`src/rtl/gpio_irq_port.sv`:
```
module gpio_irq_port #(
  parameter int PINS   = 32,
  parameter int ADDR_W = 8
) (
  input  logic              clk,
  input  logic              rst_n,
  input  logic [ADDR_W-1:0] bus_addr,
  input  logic              bus_wr,
  input  logic [31:0]       bus_wdata,
  output logic [31:0]       bus_rdata,
  input  logic [PINS-1:0]   pad_in,
  output logic [PINS-1:0]   pad_out,
  output logic [PINS-1:0]   pad_oe,
  output logic              irq
);
  localparam logic [ADDR_W-1:0] A_DATA = ADDR_W'('h00);
  localparam logic [ADDR_W-1:0] A_DIR  = ADDR_W'('h04);
  localparam logic [ADDR_W-1:0] A_PAD  = ADDR_W'('h08);
  localparam logic [ADDR_W-1:0] A_CFGA = ADDR_W'('h0C);
  localparam logic [ADDR_W-1:0] A_CFGB = ADDR_W'('h10);
  localparam logic [ADDR_W-1:0] A_MASK = ADDR_W'('h14);
  localparam logic [ADDR_W-1:0] A_STAT = ADDR_W'('h18);
  localparam logic [ADDR_W-1:0] A_BOTH = ADDR_W'('h1C);
  localparam logic [ADDR_W-1:0] A_SET  = ADDR_W'('h84);
  localparam logic [ADDR_W-1:0] A_CLR  = ADDR_W'('h88);
  localparam logic [ADDR_W-1:0] A_TGL  = ADDR_W'('h8C);

  logic [PINS-1:0] out_q, dir_q, mask_q, stat_q, both_q;
  logic [31:0]     cfga_q, cfgb_q;
  logic [PINS-1:0] sync_a, sync_b, sync_c;
  logic [PINS-1:0] hit;
  logic            irq_q;
  logic [PINS-1:0] wmask;

  assign wmask   = bus_wdata[PINS-1:0];
  assign pad_out = out_q;
  assign pad_oe  = dir_q;
  assign irq     = irq_q;

  always_ff @(posedge clk or negedge rst_n) begin
    if (!rst_n) begin
      sync_a <= '0;
      sync_b <= '0;
      sync_c <= '0;
    end else begin
      sync_a <= pad_in;
      sync_b <= sync_a;
      sync_c <= sync_b;
    end
  end

  for (genvar n = 0; n < PINS; n++) begin : g_det
    logic [1:0] code;
    logic       rise, fall;
    assign code = (n < 16) ? cfga_q[(n % 16) * 2 +: 2] : cfgb_q[(n % 16) * 2 +: 2];
    assign rise = sync_b[n] & ~sync_c[n];
    assign fall = ~sync_b[n] & sync_c[n];
    always_comb begin
      if (both_q[n]) hit[n] = rise | fall;
      else begin
        case (code)
          2'd0:    hit[n] = ~sync_b[n];
          2'd1:    hit[n] = sync_b[n];
          2'd2:    hit[n] = rise;
          default: hit[n] = fall;
        endcase
      end
    end
  end

  always_ff @(posedge clk or negedge rst_n) begin
    if (!rst_n) begin
      out_q  <= '0;
      dir_q  <= '0;
      cfga_q <= '0;
      cfgb_q <= '0;
      mask_q <= '0;
      both_q <= '0;
    end else if (bus_wr) begin
      case (bus_addr)
        A_DATA:  out_q  <= wmask;
        A_DIR:   dir_q  <= wmask;
        A_CFGA:  cfga_q <= bus_wdata;
        A_CFGB:  cfgb_q <= bus_wdata;
        A_MASK:  mask_q <= wmask;
        A_BOTH:  both_q <= wmask;
        A_SET:   out_q  <= out_q | wmask;
        A_CLR:   out_q  <= out_q & ~wmask;
        A_TGL:   out_q  <= out_q ^ wmask;
        default: ;
      endcase
    end
  end

  always_ff @(posedge clk or negedge rst_n) begin
    if (!rst_n) begin
      stat_q <= '0;
      irq_q  <= 1'b0;
    end else begin
      stat_q <= ((bus_wr && bus_addr == A_STAT) ? (stat_q & ~wmask) : stat_q) | hit;
      irq_q  <= |(stat_q & mask_q);
    end
  end

  always_comb begin
    case (bus_addr)
      A_DATA:  bus_rdata = 32'(out_q);
      A_DIR:   bus_rdata = 32'(dir_q);
      A_PAD:   bus_rdata = 32'(sync_b);
      A_CFGA:  bus_rdata = cfga_q;
      A_CFGB:  bus_rdata = cfgb_q;
      A_MASK:  bus_rdata = 32'(mask_q);
      A_STAT:  bus_rdata = 32'(stat_q);
      A_BOTH:  bus_rdata = 32'(both_q);
      default: bus_rdata = '0;
    endcase
  end

  // masked bits end high, others keep their value
  a_r3_set_alias: assert property (@(posedge clk) disable iff (!rst_n)
    (bus_wr && bus_addr == A_SET) |=>
      ((out_q & $past(wmask)) == $past(wmask)) &&
      ((out_q & ~$past(wmask)) == ($past(out_q) & ~$past(wmask))));

  a_r4_clear_alias: assert property (@(posedge clk) disable iff (!rst_n)
    (bus_wr && bus_addr == A_CLR) |=>
      ((out_q & $past(wmask)) == '0) &&
      ((out_q & ~$past(wmask)) == ($past(out_q) & ~$past(wmask))));

  a_r5_toggle_alias: assert property (@(posedge clk) disable iff (!rst_n)
    (bus_wr && bus_addr == A_TGL) |=> ((out_q ^ $past(out_q)) == $past(wmask)));

  a_r9_sticky: assert property (@(posedge clk) disable iff (!rst_n)
    !(bus_wr && bus_addr == A_STAT) |=> ((stat_q & $past(stat_q)) == $past(stat_q)));

  a_r11_masked_quiet: assert property (@(posedge clk) disable iff (!rst_n)
    ($past(mask_q) == '0) |-> !irq_q);

  a_r1_oe_follows_dir: assert property (@(posedge clk) disable iff (!rst_n)
    (bus_wr && bus_addr == A_DIR) |=> (pad_oe == $past(wmask)));
endmodule

```
`config.mk`:
```
export PLATFORM = sky130hd
export DESIGN_NAME = gpio_irq_port
export DESIGN_NICKNAME = d
export VERILOG_FILES = /design/src/rtl/gpio_irq_port.sv
export SDC_FILE = /design/constraint.sdc
export NUM_CORES = 1
export LEC_CHECK = 0
export BUFFER_PORTS_ARGS = -buffer_cell sky130_fd_sc_hd__buf_2
export CAP_MARGIN = 5
export CORE_MARGIN = 5
export CORE_UTILIZATION = 40
export DETAILED_ROUTE_END_ITERATION = 8
export PLACE_DENSITY = 0.68
export SLEW_MARGIN = 10
export SYNTH_ARGS = -nofsm -noshare
export SYNTH_HDL_FRONTEND = slang
export SYNTH_SLANG_ARGS = --single-unit
```
`constraint.sdc`:
```
create_clock -name clk -period 2.2 [get_ports clk]
set_input_delay 0.22 -clock clk [delete_from_list [all_inputs] [get_ports clk]]
set_output_delay 0.22 -clock clk [all_outputs]
set_load 0.05 [all_outputs]
```
==> results of run 1 <==
metrics by stage:
| stage | TNS [ns] | setup slack [ns] | hold slack (ns) |
|---|---|---|---|
| final | 0 | 0.0177 | 0.0217 |
| after global routing | -0.00126 | -0.00126 | 0.0241 |
| after CTS | 0 | 0.000191 | 0.000846 |
| after detailed placement | 0 | 0.0598 | 0.211 |
| after global placement | 0 | 0.0855 | 0.203 |
| after floorplan | 0 | 0.0264 | -0.0756 |
flip-flops by register name, summed over array words and instances, names as in the netlist:
name and flops:
both_q 32, cfga_q 32, cfgb_q 32, irq 1
mask_q 32, pad_oe 32, pad_out 32, stat_q 32
sync_a 32, sync_b 32, sync_c 32
layout by cell type (no fill, tap or decap), types with 6 or more instances in the layout:
master and count:
buf_2 147, nor2_1 103, mux2i_1 21, a211o_1 31, clkbuf_16 39, a22o_1 55
mux4_2 44, dfrtp_2 20, mux2_2 122, o2bb2ai_1 7, nor2b_1 6, inv_1 132
o31ai_1 32, a21oi_1 10, buf_4 40, buf_12 33, mux2_4 30, o211ai_1 7
clkbuf_1 13, dfrtp_1 301, ha_1 128, nand2_1 142, dlygate4sd3_1 49, clkbuf_8 6
o21ai_0 96, xor2_1 26, a22oi_1 19, a211oi_1 40
what timing repair did:
action                                  4_1_cts  5_1_grt
buffers inserted                              2        2
hold buffers                                 49        0
endpoints found under the hold margin       127        0
resized for setup                            11       20
endpoints found under the setup margin        8       11
cells by family (layout without fill, tap and decap cells):
| logic type | after synthesis | count (layout) |
|---|---|---|
| DFF | 321 | 321 |
| AOI/OAI and AO/OA | 313 | 313 |
| and+or+nand+nor | 285 | 285 |
| muxes | 219 | 219 |
| buffers and inverters | 210 | 468 |
| adders and majority gates | 128 | 128 |
| xor gates and xnor gates | 26 | 26 |
| other | 0 | 1 |
worst paths after layout:
check	to	slack, ns	cells after the start
max in group asynchronous	cfgb_q[6]	1.17	3
max	bus_rdata[0]	0.02	4
max reg2reg	irq	0.49	3
min in group asynchronous	sync_a[28]	0.22	2
min	cfgb_q[1]	0.02	2
min reg2reg	sync_b[22]	0.34	0
routing by layer:
layer / GRT usage [%] / part of all wire (%) / vias to the layer above
li1: - / - / 5798
met1: 29.4 / 41 / 6598
met2: 36.0 / 48 / 479
met3: 4.22 / 6.8 / 112
met4: 9.12 / 3.8 / 0
met5: 0 / 0 / -
layout make-up:
| type | count | area (sq um) |
|---|---|---|
| Inverter | 132 | 495 |
| Clock buffer | 58 | 1110 |
| Fill cell | 3836 | 21800 |
| Sequential cell | 321 | 8060 |
| Multi-Input combinational cell | 971 | 8360 |
| Timing Repair Buffer | 273 | 2220 |
| Clock inverter | 5 | 53.8 |
| Tap cell | 546 | 683 |
| Antenna cell | 1 | 2.50 |
where the power goes:
part | switching (mW) | internal [mW] | total [mW]
clock network | 2.47 | 3.56 | 6.03
logic | 1.35 | 0.903 | 2.25
registers | 0.389 | 6.23 | 6.61
==> results.md, run 1 <==
* cells taking the most area after synthesis: dfrtp_1 (47%), ha_1 (9.3%), mux2_2 (8.0%)
* time the final worst path needs with I/O delays and setup: 2.18 ns
* Die ar.: 0.0473 sq mm
* post-synthesis cell area: 0.0172 sq mm
* largest clock skew in the final design: 0.00963 ns
* pin count of the biggest net entering global routing: 65
* largest delay contributor family on the critical path: flip-flops
* number of buffers created by CTS: 37
* number of DRC markers after the initial detailed-route iteration: 1144
* number of I/O port buffers: 171
* Std-Cell Rows: 76
* RSZ-0062 raised after global routing: yes
* die width: 218 microns
* Critical path origin: cfgb_q[0]
* total of flip-flops plus latches after synthesis: 321
* count of non-filler cells in the finished layout: 2307
* Main synth FF type: dfrtp_1
* worst slew margin relative to its limit: 50.5%
* CP required: 1.98 ns
* cell chosen for the clock root: clkbuf_16
* Arrival @ worst endpoint: 1.96 ns
* number of slew-limit violations in the final report: 0
* via count of the first global-routing pass: 13.4k
* final global-route overflow total: 0
* final net count: 1939
* number of instances in the synthesized netlist: 1502
* drt total wl: 52600 microns
* Worst Min Path Start: bus_wdata[1]
* antenna violations before repair: 0
* portion of the post-synthesis area used by sequential elements: 46.6%
* count of final hold-check violations: 0
* total via count after detailed routing: 13.0k
* final setup violation count: 0
* clock latency at the later pin of the worst-skew pair: 0.55 ns
* Final GP Congestion: 0.857
* actual slew at the worst max-slew pin: 0.742 ns
* complex-gate fraction of the synthesized area: 12.9%
* Syn Area/Cell: 11.5 sq um
* highest attainable clock frequency: 458 MHz
* Distinct cells, synth: 52
* core footprint: 0.0428 sq mm
* fraction of synthesis flops using an asynchronous set or reset pin: 100%
* post-route antenna net violation count: 0
* status: finished clean
* first-pass GRT wire length: 81600 microns
* largest family of logic cells by synthesized area: multiplexers
* worst min path class: in2reg
* cells along the critical path: mux2i_1 -> o32ai_1 -> a211o_1 -> clkbuf_4
* launching element type of the critical path: register
* leading area contributor after synthesis: dfrtp_1
* Yosys top cell area share: 46.6%
* clock tree from TritonCTS: built
* average routed wire per standard cell: 22.8 microns
* Leakage: 10.2 nW
* Reg2Reg Launch Point: stat_q[31]
* critical path's largest stage delay: 0.45 ns
* number of nets in the synthesized netlist: 1705
* cell with the largest stage delay on the worst path: dfrtp_1
* Total Power Consumption: 14.9 mW
* Cell Count Post-Placement: 2190
* most common cell in the synthesized netlist: dfrtp_1
* number of design rule violations left after detail routing: 0
* die extent in y: 218 microns
* capturing element type of the critical path: output port
* detailed-route vias per instance: 5.63
* worst path bufs/invs: 1
* number of flops mapped to enable cells by yosys: 0
* area of all placed cells without fillers: 0.0210 sq mm
* count of pins on the block boundary: 172
* Initial Util: 40.3%
* yosys synthesis warning count: 0
* synth cell count leaders: dfrtp_1 (321), nand2_1 (142), inv_1 (132)
* number of clock sinks: 321
* fraction of final layout cells sized beyond drive strength 1: 28.7%
* Setup Crit Path Kind: reg2out
* length of the first detailed-routing pass in iterations: 5
* clock slew seen by the registers of the worst setup and hold paths: 0.06 ns
* DP HPWL: 36700 microns
* mux contribution to synthesized area: 17.7%
* global-route usage over all layers: 22.2%
* area added between synthesis and finish: 21.8%
* crit share post-route: 99.2%
* clk buf depth: 3
* Worst IR Drop VDD: 0.423 mV
* Post-Synth Simple-Gate Area: 7.11%
* Synth Area in Adders: 9.30%
* Power per Cell Area: 710 mW/mm^2
* Max-Cap Viols: 0
* H-tree Lvls: 2
* final core utilization: 49.0%
* cell area reported after detailed placement: 0.0193 sq mm
* crit-path max FO: 4
* Post-Synth XOR/XNOR Area: 1.32%
Note: power is estimated with default switching activity, not from simulation.
==> run 2, diff against run 1 <==
--- a/config.mk
+++ b/config.mk
@@ -5,12 +5,15 @@
 export SDC_FILE = /design/constraint.sdc
 export NUM_CORES = 1
 export LEC_CHECK = 0
+export ABC_AREA = 1
 export BUFFER_PORTS_ARGS = -buffer_cell sky130_fd_sc_hd__buf_2
 export CAP_MARGIN = 5
+export CELL_PAD_IN_SITES_DETAIL_PLACEMENT = 0
+export CELL_PAD_IN_SITES_GLOBAL_PLACEMENT = 2
 export CORE_MARGIN = 5
-export CORE_UTILIZATION = 40
+export CORE_UTILIZATION = 38
 export DETAILED_ROUTE_END_ITERATION = 8
-export PLACE_DENSITY = 0.68
+export PLACE_DENSITY = 0.95
 export SLEW_MARGIN = 10
 export SYNTH_ARGS = -nofsm -noshare
 export SYNTH_HDL_FRONTEND = slang
==> constraint.sdc (replaced) <==
create_clock -name clk -period 2.68 [get_ports clk]
set_input_delay 0.268 -clock clk [delete_from_list [all_inputs] [get_ports clk]]
set_output_delay 0.268 -clock clk [all_outputs]
set_load 0.05 [all_outputs]
==> results.md, run 2 <==
* status: finished clean, unchanged
* leading area contributor after synthesis: dfrtp_1, unchanged
* clk buf depth: 3, unchanged
* Setup Crit Path Kind: in2out, was reg2out
* synth cell count leaders: nand2_1 (959), dfrtp_1 (321), inv_1 (265), was dfrtp_1 (321), nand2_1 (142), inv_1 (132)
* Max-Cap Viols: 0, unchanged
* highest attainable clock frequency: 441 MHz
* proportion of power drawn by combinational gates: 13.0%, was 15.1%
* number of instances in the synthesized netlist: 2397, was 1502
* cell chosen for the clock root: clkbuf_16, unchanged
* critical path's largest stage delay: 0.28 ns, was 0.45 ns
* post-synthesis cell area: 0.0179 sq mm, was 0.0172 sq mm
* cell area reported after detailed placement: 0.0197 sq mm, was 0.0193 sq mm
* worst min path class: in2reg, unchanged
* Setup TNS Final: 0 ns, unchanged
* DP HPWL: 42500 microns, was 36700 microns
* first-pass GRT wire length: 93000 microns, was 81600 microns
* clock latency at the later pin of the worst-skew pair: 0.56 ns, was 0.55 ns
* antenna diode instance count: 0, was 1
* top library cells by usage in the layout, fill and taps aside: nand2_1 (959), dfrtp_1 (321), inv_1 (265), was dfrtp_1 (301), buf_2 (147), nand2_1 (142)
* worst slack at placement: 0.445 ns, was 0.0598 ns
* actual slew at the worst max-slew pin: 0.785 ns, was 0.742 ns
* Power per Cell Area: 587 mW/mm^2, was 710 mW/mm^2
* count of final hold-check violations: 0, unchanged
* launching element type of the critical path: input pin, was register
* total via count after detailed routing: 16.2k, was 13.0k
* crit share post-route: 84.6%
* least setup slack across all paths after layout: 0.412 ns, was 0.0177 ns
* Yosys top cell area share: 44.8%, was 46.6%
* core footprint: 0.0467 sq mm, was 0.0428 sq mm
* number of slew-limit violations in the final report: 0, unchanged
* H-tree Lvls: 2, unchanged
* cells along the critical path: buf_2 -> inv_1 -> nand2_1 -> nor2_4 -> inv_2 -> nor2_8 -> buf_4 -> nand2_1 -> nand2_1 -> nor2_1 -> nand2_1 -> buf_12, was mux2i_1 -> o32ai_1 -> a211o_1 -> clkbuf_4
* postcts setup bufs: 0, was 2
* time the final worst path needs with I/O delays and setup: 2.27 ns
* capturing element type of the critical path: output port, unchanged
* Distinct cells, synth: 31, was 52
* Worst IR Drop VDD: 0.326 mV, was 0.423 mV
* CP required: 2.41 ns, was 1.98 ns
* number of clock sinks: 321, unchanged
* cell internal pwr: 8.95 mW, was 10.7 mW
* Syn Area/Cell: 7.48 sq um, was 11.5 sq um
* share of power burned in registers: 43.1%, was 44.4%
* fraction of synthesis flops using an asynchronous set or reset pin: 100%, unchanged
* drt total wl: 61300 microns, was 52600 microns
* cell with the largest stage delay on the worst path: nor2_8, was dfrtp_1
* Cell Count Post-Placement: 3115, was 2190
* number of I/O port buffers: 171, unchanged
* average routed wire per standard cell: 19.0 microns, was 22.8 microns
* clock tree from TritonCTS: built, unchanged
* area added between synthesis and finish: 19.5%, was 21.8%
* net switching fraction of the power: 28.8%, was 28.2%
* cells taking the most area after synthesis: dfrtp_1 (45%), nand2_1 (20%), ha_1 (8.9%), was dfrtp_1 (47%), ha_1 (9.3%), mux2_2 (8.0%)
* crit-path max FO: 11, was 4
* Leakage: 11.4 nW, was 10.2 nW
* final global-route overflow total: 0, unchanged
* Main synth FF type: dfrtp_1, unchanged
* cell with the most instances on the worst path: nand2_1
* RSZ-0062 raised after global routing: no, was yes
* final core utilization: 45.9%, was 49.0%
* worst slew margin relative to its limit: 47.7%, was 50.5%
* yosys synthesis warning count: 0, unchanged
* final-layout worst hold slack: 0.0345 ns, was 0.0217 ns
* largest clock skew in the final design: 0.0129 ns, was 0.00963 ns
* number of buffers created by CTS: 39, was 37
* total of flip-flops plus latches after synthesis: 321, unchanged
* number of design rule violations left after detail routing: 0, unchanged
* portion of the post-synthesis area used by sequential elements: 44.8%, was 46.6%
* fraction of final layout cells sized beyond drive strength 1: 11.2%, was 28.7%
* number of flops mapped to enable cells by yosys: 0, unchanged
* clock network power share: 43.9%, was 40.5%
* number of nets in the synthesized netlist: 2600, was 1705
* antenna violations before repair: 1, was 0
* detailed-route vias per instance: 5.04, was 5.63
* clock slew seen by the registers of the worst setup and hold paths: 0.06 ns, about the same
* die extent in y: 227 microns, was 218 microns
* area of all placed cells without fillers: 0.0214 sq mm, was 0.0210 sq mm
* length of the first detailed-routing pass in iterations: 8, was 5
* final net count: 2788, was 1939
* Total Power Consumption: 12.6 mW, was 14.9 mW
* Die ar.: 0.0516 sq mm, was 0.0473 sq mm
* Final GP Congestion: 0.853, was 0.857
* Arrival @ worst endpoint: 2.00 ns, was 1.96 ns
* die width: 227 microns, was 218 microns
* filler instances: 4720, was 3836
* most common cell after layout, fill and taps aside: nand2_1, was dfrtp_1
* final setup violation count: 0, unchanged
* global-route usage over all layers: 23.5%, was 22.2%
* via count of the first global-routing pass: 15.3k, was 13.4k
* most common cell in the synthesized netlist: nand2_1, was dfrtp_1
* switching component of the power: 3.63 mW, was 4.21 mW
* post-route antenna net violation count: 0, unchanged
* Initial Util: 38.4%, was 40.3%
* Std-Cell Rows: 79, was 76
* pin count of the biggest net entering global routing: 97, was 65
* count of pins on the block boundary: 172, unchanged
* number of DRC markers after the initial detailed-route iteration: 1432, was 1144
* count of non-filler cells in the finished layout: 3222, was 2307
run 2: critical path: cells and delay by family:
kind                   cells  cell delay [ns]
AND/OR/NAND/NOR            7             1.02
buffers and inverters      5             0.70
run 2: logic make-up after synthesis:
family / count (synthesis) / synth area share [%]
AO/OA/AOI/OAI: 259 / 7.77
adder cells (fa/ha/maj): 128 / 8.93
buffers and inverters: 364 / 8.72
flip-flops: 321 / 44.8
AND/OR/NAND/NOR: 1325 / 29.8
run 2: final cells by class:
cell class	count	area, sq um	share of cell area [%]
multi-input combinational	1712	8340	38.9
sequential	321	8030	37.5
timing repair buffer	241	1940	9.06
clock buffer	59	1190	5.57
inverter	270	1010	4.73
tap	607	759	3.54
clock inverter	12	148	0.689
run 2: power by group through the flow:
stage | sequential, mW | clock (mW) | combinational, mW
after floorplan | 5.75 | 0 | 0.635
after detailed placement | 5.50 | 0 | 1.59
after CTS | 5.42 | 5.65 | 1.64
final | 5.42 | 5.52 | 1.64
after global placement | 5.49 | 0 | 1.55
after global routing | 5.46 | 5.85 | 1.82
run 2: layer usage:
| metal | up-vias | GRT usage, % | share of wire (%) |
|---|---|---|---|
| met5 | - | 0 | 0.015 |
| li1 | 7818 | - | - |
| met3 | 75 | 4.94 | 7.5 |
| met4 | 2 | 5.48 | 2.0 |
| met1 | 7808 | 35.5 | 47 |
| met2 | 524 | 34.8 | 43 |
run 2: final timing paths:
| kind | startpoint | end | slack, ns | depth (start not counted) |
|---|---|---|---|---|
| worst max-delay path | bus_addr[0] | bus_rdata[14] | 0.41 | 12 |
| worst min-delay path | bus_wdata[23] | stat_q[23] | 0.03 | 4 |
| worst max register to register | sync_b[22] | stat_q[22] | 1.19 | 6 |
| worst min register to register | sync_a[2] | sync_b[2] | 0.35 | 0 |
| max in group asynchronous | rst_n | sync_b[4] | 1.62 | 3 |
| min in group asynchronous | rst_n | pad_out[29] | 0.24 | 2 |
run 2: timing repair:
action / CTS / global route
hold buffers: 36 / 0
hold endpoints to repair: 86 / 0
gates resized for setup: 0 / 0
==> run 3, diff against run 2 <==
--- a/config.mk
+++ b/config.mk
@@ -11,9 +11,9 @@
 export CELL_PAD_IN_SITES_DETAIL_PLACEMENT = 0
 export CELL_PAD_IN_SITES_GLOBAL_PLACEMENT = 2
 export CORE_MARGIN = 5
-export CORE_UTILIZATION = 38
+export CORE_UTILIZATION = 35
 export DETAILED_ROUTE_END_ITERATION = 8
-export PLACE_DENSITY = 0.95
+export PLACE_DENSITY = 0.91
 export SLEW_MARGIN = 10
 export SYNTH_ARGS = -nofsm -noshare
 export SYNTH_HDL_FRONTEND = slang
==> constraint.sdc (replaced) <==
create_clock -name clk -period 2.4 [get_ports clk]
set_input_delay 0.24 -clock clk [delete_from_list [all_inputs] [get_ports clk]]
set_output_delay 0.24 -clock clk [all_outputs]
set_load 0.05 [all_outputs]
==> results.md, run 3 (synthesis results as in run 2) <==
* Max-Cap Viols: 0, unchanged
* postcts setup bufs: 0, unchanged
* pin count of the biggest net entering global routing: 97, unchanged
* Arrival @ worst endpoint: 1.83 ns, was 2.00 ns
* die width: 236 microns, was 227 microns
* count of pins on the block boundary: 172, unchanged
* first-pass GRT wire length: 95200 microns, was 93000 microns
* top library cells by usage in the layout, fill and taps aside: nand2_1 (959), dfrtp_1 (321), inv_1 (265), unchanged
* clk buf depth: 3, unchanged
* core footprint: 0.0510 sq mm, was 0.0467 sq mm
* highest attainable clock frequency: 482 MHz
* detailed-route vias per instance: 4.87, was 5.04
* crit-path max FO: 4, was 11
* number of buffers created by CTS: 41, was 39
* area added between synthesis and finish: 21.4%, was 19.5%
* Initial Util: 35.2%, was 38.4%
* worst min path class: in2reg, unchanged
* time the final worst path needs with I/O delays and setup: 2.07 ns
* Critical path origin: pad_out[14], was bus_addr[0]
* end of the worst register-to-register path: stat_q[22], unchanged
* Final GP Congestion: 0.816, was 0.853
* final global-route overflow total: 0, unchanged
* Std-Cell Rows: 83, was 79
* clock slew seen by the registers of the worst setup and hold paths: 0.05 ns, was 0.06 ns
* status: finished clean, unchanged
* antenna violations before repair: 1, unchanged
* Total Power Consumption: 14.1 mW, was 12.6 mW
* drt total wl: 61300 microns, about the same
* number of design rule violations left after detail routing: 0, unchanged
* Leakage: 11.5 nW, was 11.4 nW
* cell chosen for the clock root: clkbuf_16, unchanged
* final setup violation count: 0, unchanged
* number of I/O port buffers: 171, unchanged
* actual slew at the worst max-slew pin: 0.699 ns, was 0.785 ns
* clock tree from TritonCTS: built, unchanged
* timing endpoint of the critical path: bus_rdata[14], unchanged
* Power per Cell Area: 649 mW/mm^2, was 587 mW/mm^2
* Setup TNS Final: 0 ns, unchanged
* least setup slack across all paths after layout: 0.325 ns, was 0.412 ns
* number of clock sinks: 321, unchanged
* die extent in y: 236 microns, was 227 microns
* Setup Crit Path Kind: reg2out, was in2out
* capturing element type of the critical path: output port, unchanged
* antenna diode instance count: 0, unchanged
* Worst IR Drop VDD: 0.449 mV, was 0.326 mV
* number of slew-limit violations in the final report: 0, unchanged
* final core utilization: 42.7%, was 45.9%
* final-layout worst hold slack: 0.0224 ns, was 0.0345 ns
* final net count: 2815, was 2788
* average routed wire per standard cell: 18.5 microns, was 19.0 microns
* worst slack at placement: 0.337 ns, was 0.445 ns
* launching element type of the critical path: register, was input pin
* worst slew margin relative to its limit: 53.4%, was 47.7%
* total via count after detailed routing: 16.2k, about the same
* H-tree Lvls: 2, unchanged
* Reg2Reg Launch Point: sync_b[22], unchanged
* clock latency at the later pin of the worst-skew pair: 0.56 ns, about the same
* post-route antenna net violation count: 0, unchanged
* Die ar.: 0.0558 sq mm, was 0.0516 sq mm
* CP required: 2.16 ns, was 2.41 ns
* depth of the worst register-to-register path: 6, unchanged
* crit share post-route: 86.4%
* most common cell after layout, fill and taps aside: nand2_1, unchanged
* via count of the first global-routing pass: 15.9k, was 15.3k
* length of the first detailed-routing pass in iterations: 5, was 8
* setup slack of the most critical reg-to-reg path: 0.85 ns, was 1.19 ns
* number of DRC markers after the initial detailed-route iteration: 1244, was 1432
* RSZ-0062 raised after global routing: no, unchanged
* fraction of final layout cells sized beyond drive strength 1: 11.2%, about the same
* global-route usage over all layers: 21.6%, was 23.5%
* largest clock skew in the final design: 0.0169 ns, was 0.0129 ns
* count of final hold-check violations: 0, unchanged
* DP HPWL: 40900 microns, was 42500 microns
==> run 3: power breakdown <==
| group | leakage [nW] | internal (mW) | switching, mW |
|---|---|---|---|
| Combinational | 6.81 | 0.555 | 1.24 |
| Sequential | 4.04 | 5.71 | 0.366 |
| Clock | 0.666 | 3.85 | 2.42 |
| Total | 11.5 | 10.1 | 4.02 |
==> run 3: routing by layer <==
layer	global-route usage, %	wire length [microns]	share of wire, %	vias up
li1	-	-	-	7878
met1	30.2	27800	45	7686
met2	35.2	28300	46	529
met3	3.51	3830	6.3	80
met4	5.81	1360	2.2	2
met5	0	13	0.021	-
==> run 3: worst min-delay path by stage <==
stage | from | endpoint | slack [ns] | depth (start not counted)
2_1_floorplan | rst_n | both_q[0] | -0.06 | 0
3_3_place_gp | rst_n | sync_a[2] | 0.21 | 1
3_5_place_dp | rst_n | sync_a[2] | 0.20 | 1
4_1_cts | bus_wdata[14] | stat_q[14] | 0.002 | 4
5_1_grt | bus_wdata[24] | stat_q[24] | 0.04 | 4
6_report | bus_wdata[29] | stat_q[29] | 0.02 | 4
==> run 3: worst max-delay path, stage by stage, from the launching register on <==
cell	delay, ns
dfrtp_1	0.45
inv_1	0.10
o21ai_0	0.24
nor2_1	0.07
nand2_1	0.13
buf_2	0.29
==> run 3: timing repair <==
action | 4_1_cts | 5_1_grt
gates resized for setup | 0 | 0
endpoints found under the hold margin | 101 | 0
hold buffers | 57 | 0
==> run 3: final cells by class <==
type                            count  area (sq um)
Clock buffer                       59          1230
Clock inverter                     10           134
Fill cell                        5183         29200
Inverter                          270          1010
Multi-Input combinational cell   1712          8340
Sequential cell                   321          8030
Tap cell                          680           851
Timing Repair Buffer              266          2160
==> run 3: stage by stage <==
step / cells / instance area (sq um)
after floorplan: 2397 / 17900
after global placement: 3192 / 19800
after detailed placement: 3192 / 19800
after CTS: 3318 / 21800
after global routing: 3318 / 21800
final: 3318 / 21800
